==> src/rtl/xirq_pkg.sv <==
package xirq_pkg;
    localparam int unsigned NREQ   = 3;
    localparam int unsigned NMASK  = 2;
    localparam int unsigned NMI_IX = 2;
    localparam int unsigned GUARD  = 4;

    typedef struct packed {
        logic prev;
        logic hit;
    } chan_st_t;

    typedef struct packed {
        logic wake;
    } top_st_t;
endpackage

==> src/rtl/xirq_sync.sv <==
module xirq_sync #(
    parameter int unsigned W       = 3,
    parameter logic [W-1:0] RST_VAL = '1
) (
    input  logic         clk,
    input  logic         rst_n,
    input  logic [W-1:0] din,
    output logic [W-1:0] dout
);
    typedef struct packed {
        logic [W-1:0] s1;
        logic [W-1:0] s2;
    } sync_st_t;

    sync_st_t st_d, st_q;

    always_comb begin
        st_d = st_q;
        if (!rst_n) begin
            st_d.s1 = RST_VAL;
            st_d.s2 = RST_VAL;
        end else begin
            st_d.s1 = din;
            st_d.s2 = st_q.s1;
        end
    end

    always_ff @(posedge clk) begin
        st_q <= st_d;
    end

    assign dout = st_q.s2;
endmodule

==> src/rtl/xirq_strap.sv <==
module xirq_strap #(
    parameter int unsigned MODE_W = 3,
    parameter int unsigned DELAY  = 4
) (
    input  logic              clk,
    input  logic              rst_n,
    input  logic [MODE_W-1:0] mode_pins,
    input  logic              clken_pin,
    input  logic              wr_en,
    input  logic [MODE_W-1:0] wr_data,
    output logic [MODE_W-1:0] mode,
    output logic              clken,
    output logic              live
);
    localparam int unsigned CNT_W = $clog2(DELAY + 1);
    localparam logic [CNT_W-1:0] CNT_END = CNT_W'(DELAY);

    typedef struct packed {
        logic [MODE_W-1:0] mode;
        logic              clken;
        logic [CNT_W-1:0]  cnt;
    } strap_st_t;

    strap_st_t st_d, st_q;

    always_comb begin
        st_d = st_q;
        if (!rst_n) begin
            st_d.mode  = mode_pins;
            st_d.clken = clken_pin;
            st_d.cnt   = '0;
        end else begin
            if (st_q.cnt != CNT_END) begin
                st_d.cnt = st_q.cnt + CNT_W'(1);
            end
            if (wr_en) begin
                st_d.mode = wr_data;
            end
        end
    end

    always_ff @(posedge clk) begin
        st_q <= st_d;
    end

    assign mode  = st_q.mode;
    assign clken = st_q.clken;
    assign live  = (st_q.cnt == CNT_END);
endmodule

==> src/rtl/xirq_chan.sv <==
module xirq_chan
    import xirq_pkg::*;
#(
    parameter bit EDGE_ONLY = 1'b0,
    parameter bit MASKABLE  = 1'b1
) (
    input  logic clk,
    input  logic rst_n,
    input  logic live,
    input  logic req_n,
    input  logic edge_mode,
    input  logic mask,
    input  logic ack,
    output logic pend,
    output logic fall
);
    chan_st_t st_d, st_q;
    logic use_edge;
    logic hide;

    assign use_edge = EDGE_ONLY ? 1'b1 : edge_mode;
    assign hide     = MASKABLE  ? mask : 1'b0;
    assign fall     = st_q.prev & ~req_n;

    always_comb begin
        st_d      = st_q;
        st_d.prev = req_n;
        if (!rst_n) begin
            st_d.prev = 1'b1;
            st_d.hit  = 1'b0;
        end else if (!use_edge) begin
            st_d.hit = 1'b0;
        end else if (live && fall) begin
            st_d.hit = 1'b1;
        end else if (ack) begin
            st_d.hit = 1'b0;
        end
    end

    always_ff @(posedge clk) begin
        st_q <= st_d;
    end

    assign pend = use_edge ? (st_q.hit & ~hide)
                           : (live & ~req_n & ~hide);
endmodule

==> src/rtl/xirq_strap_ctrl.sv <==
module xirq_strap_ctrl
    import xirq_pkg::*;
(
    input  logic             clk,
    input  logic             rst_n,
    input  logic [NREQ-1:0]  req_pins_n,
    input  logic             clken_strap,
    input  logic [NMASK-1:0] trig_edge,
    input  logic [NMASK-1:0] irq_mask,
    input  logic [NREQ-1:0]  irq_ack,
    input  logic             mode_wr_en,
    input  logic [NREQ-1:0]  mode_wr_data,
    input  logic             stop_state,
    output logic [NREQ-1:0]  boot_mode,
    output logic             clk_en,
    output logic             irq_live,
    output logic [NREQ-1:0]  irq_pend,
    output logic             wake
);
    logic [NREQ-1:0] req_sync;
    logic [NREQ-1:0] fall;
    top_st_t st_d, st_q;

    xirq_sync #(.W(NREQ), .RST_VAL('1)) u_sync (
        .clk  (clk),
        .rst_n(rst_n),
        .din  (req_pins_n),
        .dout (req_sync)
    );

    xirq_strap #(.MODE_W(NREQ), .DELAY(GUARD)) u_strap (
        .clk      (clk),
        .rst_n    (rst_n),
        .mode_pins(req_pins_n),
        .clken_pin(clken_strap),
        .wr_en    (mode_wr_en),
        .wr_data  (mode_wr_data),
        .mode     (boot_mode),
        .clken    (clk_en),
        .live     (irq_live)
    );

    for (genvar gi = 0; gi < NMASK; gi++) begin : g_mchan
        xirq_chan #(.EDGE_ONLY(1'b0), .MASKABLE(1'b1)) u_chan (
            .clk      (clk),
            .rst_n    (rst_n),
            .live     (irq_live),
            .req_n    (req_sync[gi]),
            .edge_mode(trig_edge[gi]),
            .mask     (irq_mask[gi]),
            .ack      (irq_ack[gi]),
            .pend     (irq_pend[gi]),
            .fall     (fall[gi])
        );
    end

    xirq_chan #(.EDGE_ONLY(1'b1), .MASKABLE(1'b0)) u_nmi (
        .clk      (clk),
        .rst_n    (rst_n),
        .live     (irq_live),
        .req_n    (req_sync[NMI_IX]),
        .edge_mode(1'b1),
        .mask     (1'b0),
        .ack      (irq_ack[NMI_IX]),
        .pend     (irq_pend[NMI_IX]),
        .fall     (fall[NMI_IX])
    );

    always_comb begin
        st_d      = st_q;
        st_d.wake = rst_n & stop_state & irq_live & fall[0];
    end

    always_ff @(posedge clk) begin
        st_q <= st_d;
    end

    assign wake = st_q.wake;
endmodule

==> config.mk <==
export PLATFORM = sky130hd
export DESIGN_NAME = xirq_strap_ctrl
export DESIGN_NICKNAME = d
export VERILOG_FILES = /design/src/rtl/xirq_pkg.sv /design/src/rtl/xirq_sync.sv /design/src/rtl/xirq_strap.sv /design/src/rtl/xirq_chan.sv /design/src/rtl/xirq_strap_ctrl.sv
export SDC_FILE = /design/constraint.sdc
export NUM_CORES = 1
export LEC_CHECK = 0
export CORE_ASPECT_RATIO = 0.8
export CORE_MARGIN = 5
export CORE_UTILIZATION = 44
export DETAILED_ROUTE_END_ITERATION = 10
export PLACE_DENSITY = 0.77
export SLEW_MARGIN = 5
export SYNTH_ARGS = -nofsm -noshare
export SYNTH_HDL_FRONTEND = slang
export SYNTH_SLANG_ARGS = --single-unit
==> constraint.sdc <==
create_clock -name clk -period 1.8 [get_ports clk]
set_input_delay 0.36 -clock clk [delete_from_list [all_inputs] [get_ports clk]]
set_output_delay 0.36 -clock clk [all_outputs]
set_load 0.05 [all_outputs]
==> summary.md <==
| Metric | Value |
|---|---|
| Sequential cell area fraction in the yosys report | `between 50 and 60%` |
| Vias per cell | `about 4.8` |
| Initial antenna violation count | `0` |
| CP endpoint kind | `primary output` |
| Clk_lat worst skew | `around 0.30 ns` |
| CP cell instances | `clkdlybuf4s50_1 > nand4bb_1 > a21oi_2 > buf_12` |
| Reg-to-reg slack, setup | `around 0.54 ns` |
| Remaining global-route overflow | `0` |
| Largest net degree at the start of global routing | `12` |
| Synthesized instance count | `just under 80` |
| Post-synth net total | `97` |
| Final net count | `approximately 120` |
| Final WL | `approximately 1.6 mm` |
| Initial drt markers | `6` |
| HPWL after DPL | `approximately 1.2 mm` |
| WHS | `0.417 ns` |
| Switching Share | `26.7%` |
| Leakage | `~0.44 nW` |
| Pwr Density | `between 800 and 900 nW/um^2` |
| Comb power frac | `21.3%` |
| Initial core utilization | `roughly 45%` |
| Drt drc | `0` |
| Post-synthesis cell type count | `21` |
| Peak VDD IR | `0.568 mV` |
| Hold buffers post-CTS | `0` |
| Final setup viols | `0` |
| Clk network pwr share | `23.7%` |
| FF-to-FF Start | `u_strap.st_q[0]` |
| Switch Pwr | `about 0.24 mW` |
| Measured slew at the worst slew-check pin | `between 0.2 and 0.3 ns` |
| Crit path max fanout | `3` |
| RSZ-0062 raised after global routing | `false` |
| Buffers on Ports | `26` |
| WP data arrival | `~1.4 ns` |
| Multi-input logic area | `around 310 um^2` |
| Yosys reg bits | `20` |
| TritonCTS clock tree | `yes` |
| Status | `complete, no violations` |
| Worst hold path class | `flip-flop to flip-flop` |
| Overall Global Routing Usage | `about an eighth` |
| Largest stage delay on the critical path | `~0.45 ns` |
| Routed Antenna Nets | `0` |
| Max cap viols | `0` |
| Share of cells above drive strength 1 | `25.7%` |
| Worst Setup SP | `trig_edge[1]` |
| Reg2reg path depth | `6` |
| Highest Clock Rate | `578 MHz` |
| Critical path class | `input pin to primary output` |
| Syn_area_per_cell | `around 11 um^2` |
| Area grow syn2layout | `35.7%` |
| N_diodes | `0` |
| Vias after detailed routing | `between 500 and 600` |
| Hold-critical path depth | `1` |
| Synth warn | `0` |
| H-tree depth | `1` |
| Setup WS pre-CTS | `-0.00663 ns` |
| Top delay family on crit path | `buffers and inverters` |
| Post-route setup slack | `~0.069 ns` |
| Avg WL per Cell | `approximately 13 um` |
| Slew margin rel. | `~81%` |
| RR Endpoint | `u_strap.st_q[1]` |
| CTS root buf | `clkbuf_4` |
| Filler instances | `165` |
| Min-Delay Startpoint | `u_sync.st_q[5]` |
| Register area | `between 400 and 500 um^2` |
| CTS buffer count | `3` |
| CP max-delay cell | `clkdlybuf4s50_1` |
| Pins Over Slew Limit | `0` |
| Top Ports | `27` |
| Worst Hold Path EP | `u_sync.dout[2]` |
| Vias in the first global route | `around 640` |
| Clk slew on worst S/H paths | `between 0.1 and 0.15 ns` |
| Buffers & Inverters on Critical Path | `2` |
| GP Congestion | `between 0.7 and 0.8` |
| Die area | `2870 um^2` |
| Mapped cell area | `around 830 um^2` |
| Req. time, crit path | `between 1 and 1.5 ns` |
| Pre-antenna DRT Iters | `4` |
| First-pass GRT wire length | `about 2.6 mm` |
| CP Launch Type | `input pin` |
| Clk sinks | `20` |
| Core area | `approximately 1800 um^2` |
| Final hold violations | `0` |
| Tmin final | `between 1.5 and 2 ns` |
| Clk_skew | `approximately 0.00039 ns` |
| Width of the die | `58.7 um` |
| Flop pwr share | `55.0%` |
| Int Pwr | `between 0.6 and 0.7 mW` |
| Clock buffer depth | `2` |
| Final Cycle Share | `roughly 96%` |
| Row count | `14` |
| Vert. Die Dim | `approximately 49 um` |
-- layer usage --
layer	global-route usage, %	vias up	routed length [um]
met3	6.08	2	196
met4	4.53	0	17
met1	12.7	269	609
li1	-	297	-
met5	0	-	0
met2	19.7	26	741
-- cells by family after synthesis --
| group | after synthesis | share of synthesized area, % |
|---|---|---|
| simple gates | 27 | 20.4 |
| flops | 20 | 52.8 |
| fa+ha+maj | 2 | 3.00 |
| buf+inv | 14 | 12.1 |
| mux | 3 | 4.05 |
| compound gates | 11 | 7.65 |
-- power groups by stage --
| stage | logic, mW | registers [mW] | clock network [mW] |
|---|---|---|---|
| 2_1_floorplan | 0.113 | 0.509 | 0 |
| 4_1_cts | 0.195 | 0.498 | 0.227 |
| 5_1_grt | 0.208 | 0.502 | 0.243 |
| 3_3_place_gp | 0.172 | 0.505 | 0 |
| 6_report | 0.193 | 0.499 | 0.215 |
| 3_5_place_dp | 0.178 | 0.507 | 0 |
-- final cells by class --
class	instances	share of cell area, %
tap	24	2.65
sequential	20	39.1
clock inverter	1	0.331
clock buffer	3	1.99
timing repair buffer	30	27.0
inverter	4	1.33
multi-input combinational	43	27.6
-- what timing repair did --
| action | 4_1_cts | 5_1_grt |
|---|---|---|
| pin swaps | 2 | 2 |
| endpoints found under the setup margin | 2 | 2 |
| gates resized for setup | 6 | 2 |
| buffers inserted | 1 | 0 |
-- worst max path at each step --
| stage | to | slack, ns | cells past startpoint |
|---|---|---|---|
| floorplan | irq_live | 0.35 | 4 |
| detailed placement | irq_pend[0] | -0.007 | 4 |
| finish | irq_pend[1] | 0.07 | 4 |
| CTS | irq_pend[0] | 0.02 | 5 |
| global route | irq_pend[0] | 0.004 | 5 |
| global placement | irq_pend[1] | 0.06 | 4 |
-- worst reg2reg max path, stage by stage, from the launching register on --
cell and delay (ns):
dfxtp_2 0.39, inv_2 0.06, ha_4 0.16, buf_4 0.13
buf_4 0.15, a21bo_1 0.19, a21oi_1 0.12
-- flip-flops by register name (all words and copies together), names as in the netlist --
| signal | flops |
|---|---|
| u_strap.mode | 3 |
| g_mchan.u_chan.st_q | 4 |
| u_sync.st_q | 3 |
| wake | 1 |
| u_nmi.pend | 1 |
| u_strap.clken | 1 |
| u_nmi.st_q | 1 |
| u_sync.dout | 3 |
| u_strap.st_q | 3 |
-- synth_stat cells, drive strengths merged --
cell type  instances  share of area (%)
a21bo              1                1.2
a21o               1               0.90
a21oi              7                4.2
a31oi              1               0.75
and2               1               0.75
buf               10                 10
dfxtp             16                 38
edfxtp             4                 14
ha                 2                3.0
inv                4                1.8
mux2               3                4.0
nand2              5                2.2
nand2b            12                9.0
nand3              2                1.2
nand4b             3                3.1
nand4bb            2                2.7
nor2               1               0.45
o21ai              1               0.60
or2b               1               0.90
-- layout by cell type, fill, tap and decap left out, types with 2 or more instances in the layout --
| master | n |
|---|---|
| nand4bb_1 | 2 |
| nand2b_1 | 12 |
| edfxtp_1 | 4 |
| nand4b_1 | 3 |
| clkbuf_4 | 3 |
| dfxtp_1 | 14 |
| inv_2 | 2 |
| nand3_1 | 2 |
| inv_1 | 2 |
| nand2_1 | 5 |
| dfxtp_2 | 2 |
| mux2_2 | 3 |
| clkdlybuf4s50_1 | 17 |
| buf_12 | 3 |
| a21oi_1 | 5 |
| a21oi_2 | 2 |
| buf_4 | 10 |
-- metrics by stage --
stage                     util (%)  cells  total power, mW  instance area (um^2)  TNS [ns]
final                         61.6    125            0.907                  1130         0
after global routing          61.6    125            0.953                  1130         0
after CTS                     61.6    125            0.920                  1130         0
after detailed placement      58.5    120            0.685                  1080  -0.00663
after global placement        58.5    120            0.678                  1080         0
after floorplan                  -     77            0.622                   835         0
(Power assumes the default switching activity.)
